`src/rtl/ssl_pkg.sv`:
```
package ssl_pkg;
    localparam int REF_CNT_W_DEF = 14;
    localparam int SWAL_W_DEF    = 7;
    localparam int MAIN_W_DEF    = 11;

    typedef enum logic {
        DEST_DIV = 1'b0,
        DEST_REF = 1'b1
    } dest_e;
endpackage

```
`src/rtl/ssl_shifter.sv`:
```
module ssl_shifter #(
    parameter int SH_W = 19
) (
    input  logic            clk,
    input  logic            rst,
    input  logic            ser_clk,
    input  logic            ser_data,
    output logic [SH_W-1:0] word,
    output logic            rise
);
    typedef struct packed {
        logic [SH_W-1:0] sh;
        logic            clk_prev;
    } state_t;

    state_t st_d, st_q;

    always_comb begin
        st_d          = st_q;
        st_d.clk_prev = ser_clk;
        if (ser_clk && !st_q.clk_prev) begin
            st_d.sh = {st_q.sh[SH_W-2:0], ser_data};
        end
        if (rst) begin
            st_d = '0;
        end
    end

    always_ff @(posedge clk) begin
        st_q <= st_d;
    end

    assign word = st_q.sh;
    assign rise = ser_clk & ~st_q.clk_prev;
endmodule

```
`src/rtl/ssl_hold_reg.sv`:
```
module ssl_hold_reg #(
    parameter int W = 8
) (
    input  logic         clk,
    input  logic         rst,
    input  logic         load,
    input  logic [W-1:0] din,
    output logic [W-1:0] q
);
    logic [W-1:0] val_d, val_q;

    always_comb begin
        val_d = val_q;
        if (load) begin
            val_d = din;
        end
        if (rst) begin
            val_d = '0;
        end
    end

    always_ff @(posedge clk) begin
        val_q <= val_d;
    end

    assign q = val_q;
endmodule

```
`src/rtl/synth_serial_loader.sv`:
```
module synth_serial_loader
    import ssl_pkg::*;
#(
    parameter int REF_CNT_W = REF_CNT_W_DEF,
    parameter int SWAL_W    = SWAL_W_DEF,
    parameter int MAIN_W    = MAIN_W_DEF
) (
    input  logic                 clk,
    input  logic                 rst,
    input  logic                 ser_clk,
    input  logic                 ser_data,
    input  logic                 load_en,
    output logic [REF_CNT_W-1:0] ref_count,
    output logic                 mod_sel,
    output logic [SWAL_W-1:0]    swallow_count,
    output logic [MAIN_W-1:0]    main_count,
    output logic                 sw_en
);
    localparam int REF_W = REF_CNT_W + 1;
    localparam int DIV_W = SWAL_W + MAIN_W;
    localparam int SH_W  = ((DIV_W > REF_W) ? DIV_W : REF_W) + 1;

    typedef struct packed {
        logic sw;
    } top_state_t;

    top_state_t   ts_d, ts_q;
    logic [SH_W-1:0]  sh_word;
    logic             ser_rise;
    dest_e            dest;
    logic             ref_load, div_load;
    logic [REF_W-1:0] ref_q;
    logic [DIV_W-1:0] div_q;

    ssl_shifter #(.SH_W(SH_W)) u_shift (
        .clk      (clk),
        .rst      (rst),
        .ser_clk  (ser_clk),
        .ser_data (ser_data),
        .word     (sh_word),
        .rise     (ser_rise)
    );

    assign dest     = dest_e'(sh_word[0]);
    assign ref_load = load_en && (dest == DEST_REF);
    assign div_load = load_en && (dest == DEST_DIV);

    ssl_hold_reg #(.W(REF_W)) u_ref (
        .clk  (clk),
        .rst  (rst),
        .load (ref_load),
        .din  (sh_word[REF_W:1]),
        .q    (ref_q)
    );

    ssl_hold_reg #(.W(DIV_W)) u_div (
        .clk  (clk),
        .rst  (rst),
        .load (div_load),
        .din  (sh_word[DIV_W:1]),
        .q    (div_q)
    );

    always_comb begin
        ts_d    = ts_q;
        ts_d.sw = load_en;
        if (rst) begin
            ts_d = '0;
        end
    end

    always_ff @(posedge clk) begin
        ts_q <= ts_d;
    end

    assign ref_count     = ref_q[REF_W-1:1];
    assign mod_sel       = ref_q[0];
    assign swallow_count = div_q[SWAL_W-1:0];
    assign main_count    = div_q[DIV_W-1:SWAL_W];
    assign sw_en         = ts_q.sw;
endmodule

```
`config.mk`:
```
export PLATFORM = sky130hd
export DESIGN_NAME = synth_serial_loader
export DESIGN_NICKNAME = d
export VERILOG_FILES = /design/src/rtl/ssl_pkg.sv /design/src/rtl/ssl_shifter.sv /design/src/rtl/ssl_hold_reg.sv /design/src/rtl/synth_serial_loader.sv
export SDC_FILE = /design/constraint.sdc
export NUM_CORES = 1
export LEC_CHECK = 0
export ABC_AREA = 0
export BUFFER_PORTS_ARGS = -buffer_cell sky130_fd_sc_hd__buf_2
export CAP_MARGIN = 20
export CORE_MARGIN = 2
export CORE_UTILIZATION = 35
export CTS_CLUSTER_DIAMETER = 30
export DETAILED_ROUTE_END_ITERATION = 6
export SYNTH_ARGS = -nofsm -noshare
export SYNTH_HDL_FRONTEND = slang
export SYNTH_SLANG_ARGS = --single-unit
```
`constraint.sdc`:
```
create_clock -name clk -period 1.3 [get_ports clk]
set_input_delay 0.065 -clock clk [delete_from_list [all_inputs] [get_ports clk]]
set_output_delay 0.065 -clock clk [all_outputs]
set_load 0.02 [all_outputs]
```
### Yosys cells after proc, flatten, opt, wreduce, memory -nomap -nowiden

Cells that the tools add are included.

* reduce and logical (&&, ||, !) cells: 4
* bitwise gates (word level): 1

Operators with widths (number)
* 1-bit logical AND: 3
* 1-bit logical NOT: 1
* 1-bit inverter: 1

* register bits after elaboration: 54
* output and inout port bits: 34

### Longest topological paths before layout

* depth after elaboration: 2
* depth in mapped cells: 4

### By module

A second synthesis with hierarchy kept.

* cell total of the unflattened synthesis: 195
* area, all modules: 2154.6 um^2

By module, submodules not included
* ssl_shifter: cells an instance 85, area each 920.9 um^2, times used 1
* ssl_hold_reg at u_div: cells an instance 58, area each 649.4 um^2, times used 1
* ssl_hold_reg at u_ref: cells an instance 48, area each 541.8 um^2, times used 1
* synth_serial_loader: cells an instance 4, area each 42.5 um^2, times used 1

### Least setup slack after synthesis

Ideal clock, no wire load.

* path type: register -> register
* start: reg u_shift.st_q[0] (netlist name)
* end: reg u_shift.st_q, in the netlist u_shift.word[10]
* required time: 1.228 ns
* setup time: 0.072 ns
* arrival: 0.856 ns
* setup slack: 0.372 ns
* stages on the path, launching flop included: 5
* path buffers: 2
* path through: dfxtp_1 > nor2b_4 > buf_12 > buf_12 > mux2i_1

* longest elaborated chain between the ends: 2

RTL lines
* start, declared: RTL line ssl_shifter.sv:16 `state_t st_d, st_q;`
* start signal, assigned: RTL line ssl_shifter.sv:30 `st_q <= st_d;`
* 1-bit logical NOT: RTL line ssl_shifter.sv:21 `if (ser_clk && !st_q.clk_prev) begin`
* 1-bit logical AND: RTL line ssl_shifter.sv:21

Every way passes these cells.
A chain may end at the register's enable or synchronous reset.

### Worst setup path in the final report

* start: reg u_shift.st_q[0] (netlist name)
* end: reg u_shift.st_q, in the netlist u_shift.word[7]

Same word-level chain as after synthesis.

==> out/results.txt <==
CP Data Arrival Time - 1.27 ns
Post-CTS sizing - 0
FF+latch area - 1080 µm²
Hold crit path type - input port to register
Final core utilization - 41.9%
Share of cells above drive strength 1 - 27.3%
Routed WL - 3680 µm
Root buffer cell - clkbuf_8
Detailed Routing Iterations Pass 1 - 4
Maxcap violations - 0
Pin count of the biggest net entering global routing - 56
Syn nets - 182
CTS tree - built
Crit. End Element - register
Crit path required time - 1.53 ns
Max Slew Vio Count - 0
Rows - 28
Mapped Area - 2150 µm²
Setup bufs post-CTS - 0
Max-slew headroom - 69.4%
Synth area leaders - dfxtp_1 (50%), mux2i_1 (24%), nand2b_1 (13%)
Ant. Diodes - 0
Yosys top cell area share - 50.3%
Area leader, netlist - dfxtp_1
DIE HEIGHT - 82.4 µm
CTS sink cnt - 54
Drt initial violations - 30
Multi-input combinational cell area - 976 µm²
Core area - 5920 µm²
Detail Placement HPWL - 2400 µm
Die area - 6780 µm²
Nets@finish - 221
Fillers - 602
Placed Instances - 284
Final ANT Viol Nets - 0
Final-report hold violation count - 0
Vias per std cell - 4.37
Clk_lat worst skew - 0.30 ns
Layout Cells excl Fill - 291
Peak VDD IR - 0.355 mV
Placer Congestion - 0.652
Initial Util - 36.3%
Post-synthesis cell type count - 15
EDFF count, synth - 0
Vias in the first global route - 1218
Horiz. Die Dim - 82.4 µm
Mean area per synthesized cell - 12.1 µm²
R2R setup slack - 0.26 ns
Initial antenna violation count - 0
Static leakage - 1.13 nW
Cell count after synthesis - 177
GRT Total Usage - 11.7%
Fmax - 963 MHz
Hold_buf cts - 0
DRC - 0
Outcome - complete, no violations
Tot Pwr - 2.72 mW
Crit-path max FO - 15
Ys flop type - dfxtp_1
Slew @ Worst Pin - 0.457 ns
CTS H-Tree Depth - 2
Worst setup path class - register to register
Hold Slack - 0.0204 ns
Ys async rst share - 0%
Most common cell after layout, fill and taps aside - dfxtp_1
Syn-to-layout area delta - 15.4%
First-pass GRT wire length - 5830 µm
Clk buf depth - 2
Avg WL per Cell - 12.6 µm
Final min period - 1.04 ns
Flops & latches, synth - 54
Yosys Warn Count - 0
Setup violations, final - 0
Clk pin slew, worst setup/hold paths - 0.09 ns
RSZ-0062 raised after global routing - false
Fin Setup TNS - 0 ns
Startpoint Class - register
IO Count - 39
Vias post-DR - 1272
Pwr per Cell Area - 1100 nW/µm²
Total CTS buffers - 5
Share of the clock period used by the worst path after layout - 79.9%
Gr ovfl total - 0
Setup Skew - 0.00496 ns
Sequential area share after synthesis - 50.3%
I/O Buffers - 38
Most frequent cells in the layout - dfxtp_1 (54), mux2i_1 (51), nand2b_1 (43)
==> routing by layer <==
layer	GRT usage (%)	part of all wire [%]	vias to the layer above
met5	0	0	-
met2	16.6	42	23
met3	4.24	5.7	7
met4	6.00	2.1	0
met1	15.5	50	580
li1	-	-	662
==> stage by stage <==
| stage | worst slack [ns] | area [µm²] |
|---|---|---|
| 2_1_floorplan | 0.372 | 2150 |
| 3_3_place_gp | 0.310 | 2400 |
| 3_5_place_dp | 0.289 | 2400 |
| 4_1_cts | 0.255 | 2480 |
| 5_1_grt | 0.203 | 2480 |
| 6_report | 0.261 | 2480 |
==> final timing paths <==
kind,startpoint,to,depth (start not counted)
setup / recovery,u_shift.st_q[0]$_SDFF_PP0_,u_shift.word[7]$_SDFFE_PP0P_,3
hold / removal,ser_clk,u_shift.st_q[0]$_SDFF_PP0_,2
setup reg to reg,u_shift.st_q[0]$_SDFF_PP0_,u_shift.word[7]$_SDFFE_PP0P_,3
hold reg to reg,u_div.q[14]$_SDFFE_PP0P_,u_div.q[14]$_SDFFE_PP0P_,2
==> worst max-delay path: stages (launching register included) <==
cell	delay, ns
dfxtp_1	0.33
nor2b_4	0.23
buf_12	0.20
mux2i_1	0.20
==> registers in the layout, summed over array words and instances (netlist names) <==
name          cells
u_shift.word     19
u_div.q          18
sw_en             1
u_shift.st_q      1
u_ref.q          15
==> kinds of logic after synthesis <==
family,Yosys count,share of synthesized area (%)
compound gates,1,0.233
buf+inv,11,4.31
mux,51,23.7
flops,54,50.3
simple gates,60,21.4
==> cell usage after synthesis, types with 2 or more instances <==
| master | instances |
|---|---|
| clkbuf_1 | 3 |
| nand2b_4 | 10 |
| buf_4 | 2 |
| buf_12 | 2 |
| dfxtp_1 | 54 |
| buf_2 | 3 |
| nand2b_1 | 43 |
| mux2i_1 | 51 |
| nor2b_1 | 3 |
==> final cells by class <==
cell class              count  area share [%]
flip-flops and latches     54            43.6
multi-input cells         112            39.4
repair buffers             43            10.2
well taps                  75            3.78
clock buffers               7            3.08
==> where the power goes <==
group          switching (mW)  internal (mW)  total, mW  leakage, nW
logic                  0.0826          0.100      0.183        0.658
registers             0.00495           1.66       1.66        0.435
clock network           0.498          0.372      0.870       0.0383
total                   0.585           2.13       2.72         1.13
Note: power is estimated with default switching activity, not from simulation.
